--- config.mk ---
export PLATFORM = sky130hd
export DESIGN_NAME = shrot_unit
export DESIGN_NICKNAME = d
export VERILOG_FILES = /design/src/rtl/shrot_pkg.sv /design/src/rtl/shrot_lane.sv /design/src/rtl/shrot_step.sv /design/src/rtl/shrot_flags.sv /design/src/rtl/shrot_unit.sv
export SDC_FILE = /design/constraint.sdc
export NUM_CORES = 1
export LEC_CHECK = 0
export BUFFER_PORTS_ARGS = -buffer_cell sky130_fd_sc_hd__buf_2
export CAP_MARGIN = 20
export CORE_ASPECT_RATIO = 1.1
export CORE_MARGIN = 3
export CORE_UTILIZATION = 49
export CTS_CLUSTER_DIAMETER = 120
export DETAILED_ROUTE_END_ITERATION = 12
export GPL_ROUTABILITY_DRIVEN = 0
export PLACE_DENSITY_LB_ADDON = 0.05
export REMOVE_ABC_BUFFERS = 1
export SYNTH_ARGS = -nofsm -noshare
export SYNTH_HDL_FRONTEND = slang
export SYNTH_SLANG_ARGS = --single-unit
--- constraint.sdc ---
create_clock -name clk -period 2.2 [get_ports clk]
set_clock_uncertainty 0.1 [all_clocks]
set_input_delay 0.22 -clock clk [delete_from_list [all_inputs] [get_ports clk]]
set_output_delay 0.22 -clock clk [all_outputs]
set_load 0.02 [all_outputs]
--- src/rtl/shrot_pkg.sv ---
package shrot_pkg;

    typedef enum logic [2:0] {
        OP_ROL = 3'd0,
        OP_ROR = 3'd1,
        OP_RCL = 3'd2,
        OP_RCR = 3'd3,
        OP_SHL = 3'd4,
        OP_SHR = 3'd5,
        OP_SAL = 3'd6,
        OP_SAR = 3'd7
    } shrot_op_e;

    // Codes 0..3 are the rotate family, 4..7 the shift family.
    function automatic logic op_is_rotate(input shrot_op_e op);
        logic [2:0] raw;
        raw = op;
        return ~raw[2];
    endfunction

endpackage

--- src/rtl/shrot_lane.sv ---
// One-bit step on a lane of LW bits.
module shrot_lane
    import shrot_pkg::*;
#(
    parameter int LW = 16
) (
    input  logic [LW-1:0] val_i,
    input  logic          cf_i,
    input  shrot_op_e     op_i,
    output logic [LW-1:0] val_o,
    output logic          cf_o
);

    always_comb begin
        unique case (op_i)
            OP_SHL, OP_SAL: begin
                cf_o  = val_i[LW-1];
                val_o = {val_i[LW-2:0], 1'b0};
            end
            OP_SHR: begin
                cf_o  = val_i[0];
                val_o = {1'b0, val_i[LW-1:1]};
            end
            OP_SAR: begin
                cf_o  = val_i[0];
                val_o = {val_i[LW-1], val_i[LW-1:1]};
            end
            OP_ROL: begin
                cf_o  = val_i[LW-1];
                val_o = {val_i[LW-2:0], val_i[LW-1]};
            end
            OP_ROR: begin
                cf_o  = val_i[0];
                val_o = {val_i[0], val_i[LW-1:1]};
            end
            OP_RCL: begin
                cf_o  = val_i[LW-1];
                val_o = {val_i[LW-2:0], cf_i};
            end
            OP_RCR: begin
                cf_o  = val_i[0];
                val_o = {cf_i, val_i[LW-1:1]};
            end
            default: begin
                cf_o  = cf_i;
                val_o = val_i;
            end
        endcase
    end

endmodule

--- src/rtl/shrot_step.sv ---
// Width-selecting one-bit step: full lane for words, low half lane for bytes.
module shrot_step
    import shrot_pkg::*;
#(
    parameter int W = 16
) (
    input  logic [W-1:0] val_i,
    input  logic         cf_i,
    input  shrot_op_e    op_i,
    input  logic         word_i,
    output logic [W-1:0] val_o,
    output logic         cf_o
);

    localparam int HW = W / 2;

    logic [W-1:0]  full_val;
    logic          full_cf;
    logic [HW-1:0] half_val;
    logic          half_cf;

    shrot_lane #(.LW(W)) i_full_lane (
        .val_i (val_i),
        .cf_i  (cf_i),
        .op_i  (op_i),
        .val_o (full_val),
        .cf_o  (full_cf)
    );

    shrot_lane #(.LW(HW)) i_half_lane (
        .val_i (val_i[HW-1:0]),
        .cf_i  (cf_i),
        .op_i  (op_i),
        .val_o (half_val),
        .cf_o  (half_cf)
    );

    always_comb begin
        if (word_i) begin
            val_o = full_val;
            cf_o  = full_cf;
        end else begin
            val_o = {val_i[W-1:HW], half_val};
            cf_o  = half_cf;
        end
    end

endmodule

--- src/rtl/shrot_flags.sv ---
// Status flag evaluation for a finished nonzero-count operation.
module shrot_flags
    import shrot_pkg::*;
#(
    parameter int W = 16
) (
    input  logic [W-1:0] val_i,
    input  logic         word_i,
    input  shrot_op_e    op_i,
    input  logic         orig_msb_i,
    input  logic         zf_i,
    input  logic         sf_i,
    input  logic         pf_i,
    output logic         of_o,
    output logic         zf_o,
    output logic         sf_o,
    output logic         pf_o
);

    localparam int HW = W / 2;

    logic msb;
    logic is_zero;

    always_comb begin
        msb     = word_i ? val_i[W-1] : val_i[HW-1];
        is_zero = word_i ? (val_i == '0) : (val_i[HW-1:0] == '0);
        of_o    = msb ^ orig_msb_i;
        if (op_is_rotate(op_i)) begin
            zf_o = zf_i;
            sf_o = sf_i;
            pf_o = pf_i;
        end else begin
            zf_o = is_zero;
            sf_o = msb;
            pf_o = ~^val_i[HW-1:0];
        end
    end

endmodule

--- src/rtl/shrot_unit.sv ---
module shrot_unit
    import shrot_pkg::*;
#(
    parameter int W     = 16,
    parameter int CNT_W = 8
) (
    input  logic             clk,
    input  logic             rst_n,
    input  logic             start_i,
    input  logic [2:0]       op_i,
    input  logic             word_i,
    input  logic             use_cnt_i,
    input  logic [CNT_W-1:0] cnt_i,
    input  logic [W-1:0]     opnd_i,
    input  logic             cf_i,
    input  logic             of_i,
    input  logic             zf_i,
    input  logic             sf_i,
    input  logic             pf_i,
    output logic             busy_o,
    output logic             done_o,
    output logic [W-1:0]     res_o,
    output logic             cf_o,
    output logic             of_o,
    output logic             zf_o,
    output logic             sf_o,
    output logic             pf_o
);

    localparam int HW = W / 2;

    typedef struct packed {
        logic             busy;
        logic             done;
        logic [CNT_W-1:0] rem;
        logic [W-1:0]     val;
        logic             cf;
        logic             of;
        logic             zf;
        logic             sf;
        logic             pf;
        shrot_op_e        op;
        logic             word;
        logic             orig_msb;
        logic             zero_cnt;
        logic             in_zf;
        logic             in_sf;
        logic             in_pf;
    } state_t;

    state_t state_d, state_q;

    logic [W-1:0]     step_val;
    logic             step_cf;
    logic             fl_of, fl_zf, fl_sf, fl_pf;
    logic [CNT_W-1:0] req_cnt;

    shrot_step #(.W(W)) i_step (
        .val_i  (state_q.val),
        .cf_i   (state_q.cf),
        .op_i   (state_q.op),
        .word_i (state_q.word),
        .val_o  (step_val),
        .cf_o   (step_cf)
    );

    shrot_flags #(.W(W)) i_flags (
        .val_i      (step_val),
        .word_i     (state_q.word),
        .op_i       (state_q.op),
        .orig_msb_i (state_q.orig_msb),
        .zf_i       (state_q.in_zf),
        .sf_i       (state_q.in_sf),
        .pf_i       (state_q.in_pf),
        .of_o       (fl_of),
        .zf_o       (fl_zf),
        .sf_o       (fl_sf),
        .pf_o       (fl_pf)
    );

    always_comb begin
        state_d      = state_q;
        state_d.done = 1'b0;
        req_cnt      = use_cnt_i ? cnt_i : CNT_W'(1);
        if (!state_q.busy) begin
            if (start_i) begin
                state_d.val      = opnd_i;
                state_d.cf       = cf_i;
                state_d.op       = shrot_op_e'(op_i);
                state_d.word     = word_i;
                state_d.orig_msb = word_i ? opnd_i[W-1] : opnd_i[HW-1];
                state_d.in_zf    = zf_i;
                state_d.in_sf    = sf_i;
                state_d.in_pf    = pf_i;
                state_d.rem      = req_cnt;
                state_d.zero_cnt = (req_cnt == '0);
                if (req_cnt == '0) begin
                    state_d.done = 1'b1;
                    state_d.of   = of_i;
                    state_d.zf   = zf_i;
                    state_d.sf   = sf_i;
                    state_d.pf   = pf_i;
                end else begin
                    state_d.busy = 1'b1;
                end
            end
        end else begin
            state_d.val = step_val;
            state_d.cf  = step_cf;
            state_d.rem = state_q.rem - CNT_W'(1);
            if (state_q.rem == CNT_W'(1)) begin
                state_d.busy = 1'b0;
                state_d.done = 1'b1;
                state_d.of   = fl_of;
                state_d.zf   = fl_zf;
                state_d.sf   = fl_sf;
                state_d.pf   = fl_pf;
            end
        end
    end

    always_ff @(posedge clk) begin
        if (!rst_n) state_q <= '0;
        else        state_q <= state_d;
    end

    assign busy_o = state_q.busy;
    assign done_o = state_q.done;
    assign res_o  = state_q.val;
    assign cf_o   = state_q.cf;
    assign of_o   = state_q.of;
    assign zf_o   = state_q.zf;
    assign sf_o   = state_q.sf;
    assign pf_o   = state_q.pf;

    // Handshake shape
    assert_busy_done_excl_R11: assert property (@(posedge clk) disable iff (!rst_n)
        !(busy_o && done_o));
    assert_fall_gives_done_R11: assert property (@(posedge clk) disable iff (!rst_n)
        $fell(busy_o) |-> done_o);

    // Captured request must not move while stepping
    assert_start_ignored_R12: assert property (@(posedge clk) disable iff (!rst_n)
        busy_o |=> ($stable(state_q.op) && $stable(state_q.word) && $stable(state_q.orig_msb)));

    // Byte steps leave the upper half alone
    assert_upper_kept_R5: assert property (@(posedge clk) disable iff (!rst_n)
        (busy_o && !state_q.word) |=> (res_o[W-1:HW] == $past(res_o[W-1:HW])));

    // Overflow follows the sign change
    assert_of_sign_change_R8: assert property (@(posedge clk) disable iff (!rst_n)
        (done_o && !state_q.zero_cnt) |->
            (of_o == ((state_q.word ? res_o[W-1] : res_o[HW-1]) ^ state_q.orig_msb)));

    // Rotates keep the result-derived flags
    assert_rot_flags_kept_R10: assert property (@(posedge clk) disable iff (!rst_n)
        (done_o && op_is_rotate(state_q.op)) |->
            (zf_o == state_q.in_zf && sf_o == state_q.in_sf && pf_o == state_q.in_pf));

    // Shift zero flag agrees with the result
    assert_shift_zero_R9: assert property (@(posedge clk) disable iff (!rst_n)
        (done_o && !state_q.zero_cnt && !op_is_rotate(state_q.op)) |->
            (zf_o == (state_q.word ? (res_o == '0) : (res_o[HW-1:0] == '0))));

    // Zero count passes operand and carry through
    assert_zero_count_R7: assert property (@(posedge clk) disable iff (!rst_n)
        (done_o && state_q.zero_cnt) |-> (res_o == $past(opnd_i) && cf_o == $past(cf_i)));

endmodule

==> Yosys cells after proc, flatten, opt, wreduce, memory -nomap -nowiden <==
Index checks and enable logic that the tools add are counted.
{ "word_totals": {"reg_bits": 40, "latchBits": 0, "ramBits": 0, "romBits": 0, "input_bits": 37, "elab_cells": 60, "n_memories": 0} }
{ "op_classes": {"n_addsub": 1, "mul": 0, "n_div": 0, "order_cmp": 0, "eq_ne": 9, "shift": 0, "muxes": 20, "bitwise_logic": 2, "reduce_logical": 12} }
{ "ops": {"columns": ["cell", "n"], "rows": [
  ["16-bit case mux with 7 select lines", 1],
  ["8-bit case mux with 7 select lines", 1],
  ["40-bit two-way mux", 1],
  ["31-bit two-way mux", 1],
  ["16-bit zero test", 1],
  ["8-bit zero test", 2],
  ["16-bit two-way mux", 1],
  ["3-bit == test (second input constant)", 4],
  ["1-bit two-way mux", 9],
  ["8-bit by 1-bit == test with 1-bit output (second input constant)", 1],
  ["4-bit two-way mux", 2],
  ["8-bit two-way mux", 1],
  ["4-bit OR reduction", 2],
  ["8-bit XNOR reduction", 1],
  ["8-bit by 1-bit subtractor with 8-bit output (second input constant)", 1],
  ["3-bit by 2-bit == test with 1-bit output (second input constant)", 2],
  ["1-bit case mux with 2 select lines", 2],
  ["2-bit nonzero test", 2],
  ["3-bit by 1-bit == test with 1-bit output (second input constant)", 1],
  ["3-bit zero test", 1],
  ["3-bit AND reduction", 1],
  ["2-bit two-way mux", 1],
  ["2-bit by 1-bit inequality test with 1-bit output (second input constant)", 1],
  ["2-bit AND reduction", 1],
  ["3 further kinds", 3]
]} }

==> Logic depth before layout (Yosys ltp) <==
{ "depth": {"word_depth": 9, "ltp_mapped": 11, "depth_no_buf": 10} }

==> Modules after synthesis <==
Synthesis repeated with hierarchy kept, for this count alone.
{ "unflattened": {"hier_cells": 321, "hier_area_um2": 2758.9} }
{ "modules_own_cells": {"columns": ["module", "n_inst", "cells_each", "area_each_um2", "seq_area_each_um2"], "rows": [
  ["shrot_unit", 1, 234, 1925.6, 780.7],
  ["shrot_step", 1, 19, 260.2, 0.0],
  ["shrot_lane (i_step.i_full_lane)", 1, 25, 244.0, 0.0],
  ["shrot_flags", 1, 27, 192.7, 0.0],
  ["shrot_lane (i_step.i_half_lane)", 1, 16, 136.4, 0.0]
]} }

==> Worst setup path before layout <==
Ideal clock, no wire load.
{ "synth_timing": {"kind": "flip-flop to flip-flop", "from": "reg state_q[7] in the netlist's numbering", "to": "reg state_q, in the netlist pf_o", "setup_ns": 0.130, "arrival_time_ns": 2.067, "required_time_ns": 1.970, "slack_ns": -0.097, "path_stages_with_launch": 11, "path_buffers": 0, "synth_period_minus_slack_ns": 2.297, "cell_sequence": "dfxtp_1 -> mux2_2 -> nand3_1 -> a21oi_1 -> a311oi_1 -> ha_1 -> xnor2_1 -> xnor2_1 -> mux2_2 -> nand2_1 -> a31oi_1"} }
{ "synth_via": {"elab_chain_cells": 8, "word_cells_on_any_way": 16, "cone_classes": "eq/ne (7); mux (6); reduce/logical (3)"} }
{ "synth_rtl": {"columns": ["item", "line", "rtl"], "rows": [
  ["from (decl)", "shrot_unit.sv:51", "state_t state_d, state_q;"],
  ["from (signal assigned)", "shrot_unit.sv:124", "else state_q <= state_d;"],
  ["3-bit == test", "shrot_lane.sv:15", "unique case (op_i)"],
  ["2-bit OR reduction", "shrot_lane.sv:15", null],
  ["8-bit case mux with 7 select lines / 16-bit case mux with 7 select lines (equally long branches)", "shrot_lane.sv:15", null],
  ["16-bit two-way mux (*)", "shrot_step.sv:39", "if (word_i) begin"],
  ["8-bit XNOR reduction (*)", "shrot_flags.sv:36", "pf_o = ~^val_i[HW-1:0];"],
  ["1-bit two-way mux (*)", "shrot_flags.sv:29", "if (op_is_rotate(op_i)) begin"],
  ["4-bit two-way mux (*)", "shrot_unit.sv:111", "if (state_q.rem == CNT_W'(1)) begin"],
  ["31-bit two-way mux (*)", "shrot_unit.sv:85", "if (!state_q.busy) begin"]
]} }
Mark *: on every way between the ends. The rest lies on a longest branch, timed or not. The select of a mux whose other input is x is not followed.
A chain may end at the register's enable or synchronous reset.

==> Worst setup path after layout <==
Ends and elaborated chain as after synthesis.

==> reports/results.ini <==
[timing]
timing.fmax_mhz = 455.1
slew_headroom_pct = 72.98
setup_viol = 0
min_period_over_period_pct = 99.88
rsz0062_at_grt = yes
worst_pin_slew_ps = 403.9
slew_viol_final = 0
hold_viol = 0
whs_ps = 73.18
fin_crit_ps = 2197

[cts]
cts_buffer_depth = 2
cts_hold_buf = 0
root_buffer = clkbuf_8
cts_sinks = 39
path_clk_slew_ps = 80
cts_tree = built
htreeDepth = 2
insertion_delay_ps = 290
cts_buffers = 5

[power]
power-per-cell-area_nw_per_um2 = 674.6
power_leakage_nw = 1.282
vdd_drop_max_v = 0.0003945

[yosys]
synth_warnings = 0
synth.distinct_cells = 51
async_reset_ff_share_pct = 0
netlist_area_sq_um = 2499
synthTopCellsByArea = dfxtp_1, mux2i_1, a21oi_1
syn_inst = 308
syn_avg_cell_area_sq_um = 8.112
synth_seq_cells = 39
synth.top_cell.area_share_pct = 31.25
yosysTopAreaCell = dfxtp_1
synth_enable_flop_cells = 0
yosysSeqAreaShare_pct = 31.25
synth-main-ff-cell = dfxtp_1

[routing]
drc_errors = 0
drt_first_pass_iters = 4
wl_microns = 6173
drt-wirelength-per-cell_microns = 14.77
vias_per_cell = 5.608
via_count = 2344
ant_nets = 0
drt_first_iter_violations = 101

[placed_design]
portBuffers = 59
dp.cells = 409
hpwl_microns = 4532

[finish]
mostFrequentLayoutCell = buf_2
final_nets = 404
multi_input_area_sq_um = 1491
regArea_sq_um = 783.3
final_util_pct = 62.48
layout-drive-gt1-share_pct = 32.04
syn_to_final_growth_pct = 19.58
stdcell_count = 418
antenna_cells = 0
fill_cells = 453
layout_common_cells = buf_2, dfxtp_1, a21oi_1

[die]
start_util_pct = 52.25
core_area_sq_um = 4782
die_area_sq_um = 5993
row_count = 26
die_w_microns = 74.09
ios = 60
fp.dieH_microns = 80.90

[setup_path]
cp.buffers_inverters = 0
worstSetupPathType = flop to flop
cp.arrival_ps = 2270
cp_max_fo = 2
cp_cell_sequence = mux2_4 > nand3_2 > a21oi_2 > a311oi_2 > ha_1 > xnor2_2 > xnor2_1 > mux2_4 > nand2_2 > a31oi_1
end_kind = flop
cp-start-kind = flop
critPathRequiredTime_ps = 2270
worst_path_most_repeated_cell = mux2_4
critPathTopFamily = multiplexers
slowest_delay_ps = 340
slowest_stage = dfxtp_2

[global_route]
grt_max_degree = 52
antenna_found_initial = 0
grt-ovfl-total = 0
grt_usage_pct = 21.87
grt_pass1_wl_microns = 10300
grt_pass1_vias = 2190

[min_path]
hp-class = input pin to flop

[status]
outcome = finished clean

[job]
maxCapViolations = 0

## logic make-up (layout without fill, tap and decap cells)
group	after synthesis	in the layout	share of synthesized area [%]
and+or+nand+nor	104	104	21.78
AOI/OAI and AO/OA	82	82	21.08
buffers and inverters	46	100	10.47
DFF	39	39	31.25
muxes	27	27	11.02
adders and majority gates	6	6	3.004
xor gates and xnor gates	4	4	1.402
## Yosys cell counts, drive strengths merged (2+ instances only)
library cell and count:
a211oi 16, a21o 2, a21oi 34, a31oi 8, buf 33, clkbuf 5, dfxtp 39, ha 6
inv 8, mux2 4, mux2i 23, nand2 27, nand2b 6, nand3 7, nand4 6, nor2 31
nor2b 9, nor3 4, nor3b 2, nor4 3, o21ai 11, or3 2, xnor2 3
## area by class of cell
cell class                      count  area share, %
Clock buffer                        6          2.764
Clock inverter                      2          1.173
Inverter                            8          1.005
Multi-Input combinational cell    223          49.92
Sequential cell                    39          26.21
Tap cell                           56          2.345
Timing Repair Buffer               84          16.58
## path summary, 6_finish.rpt
check / startpoint / end / slack, ps / depth (start not counted)
setup / recovery: state_q[7] / pf_o / 3 / 10
hold / removal: op_i[2] / state_q[8] / 70 / 3
setup reg to reg: state_q[7] / pf_o / 3 / 10
hold reg to reg: state_q[1] / state_q[1] / 370 / 2
## metrics by stage
stage	power (mW)	setup slack [ps]	instance area (sq um)	TNS, ps
3_5_place_dp	1.380	-147.6	2825	-198.8
4_1_cts	2.025	-56.16	2984	-56.16
6_report	2.016	2.547	2988	0
5_1_grt	2.130	-153.6	2988	-265.5
3_3_place_gp	1.374	-92.25	2825	-92.25
2_1_floorplan	1.163	-326.9	2267	-1028
## layer usage
metal | routed length (microns) | part of all wire, % | global-route usage, %
met2 | 3087 | 50 | 38.12
met4 | 92 | 1.5 | 6.159
met1 | 2738 | 44 | 26.73
met3 | 254 | 4.1 | 4.827
met5 | 0 | 0 | 0
## registers in the layout (all words and copies together) (netlist names)
register and count:
busy_o 1, cf_o 1, done_o 1, of_o 1, pf_o 1, res_o 16, sf_o 1, state_q 16
zf_o 1
## tightest hold or removal path: stages
cell and delay (ps):
buf_2 90, nand2_1 50, a21oi_1 60
## where the power goes
part	total, mW	switching [mW]	internal (mW)
clock network	0.628	0.261	0.367
logic	0.568	0.305	0.263
registers	0.820	0.0570	0.763
total	2.02	0.623	1.39
## what timing repair did
| action | CTS | global route |
|---|---|---|
| pin swaps | 4 | 2 |
| setup buffers | 1 | 0 |
| setup endpoints to repair | 2 | 2 |
| gates resized for setup | 8 | 2 |
No activity file was read; power rests on OpenSTA's default activity.
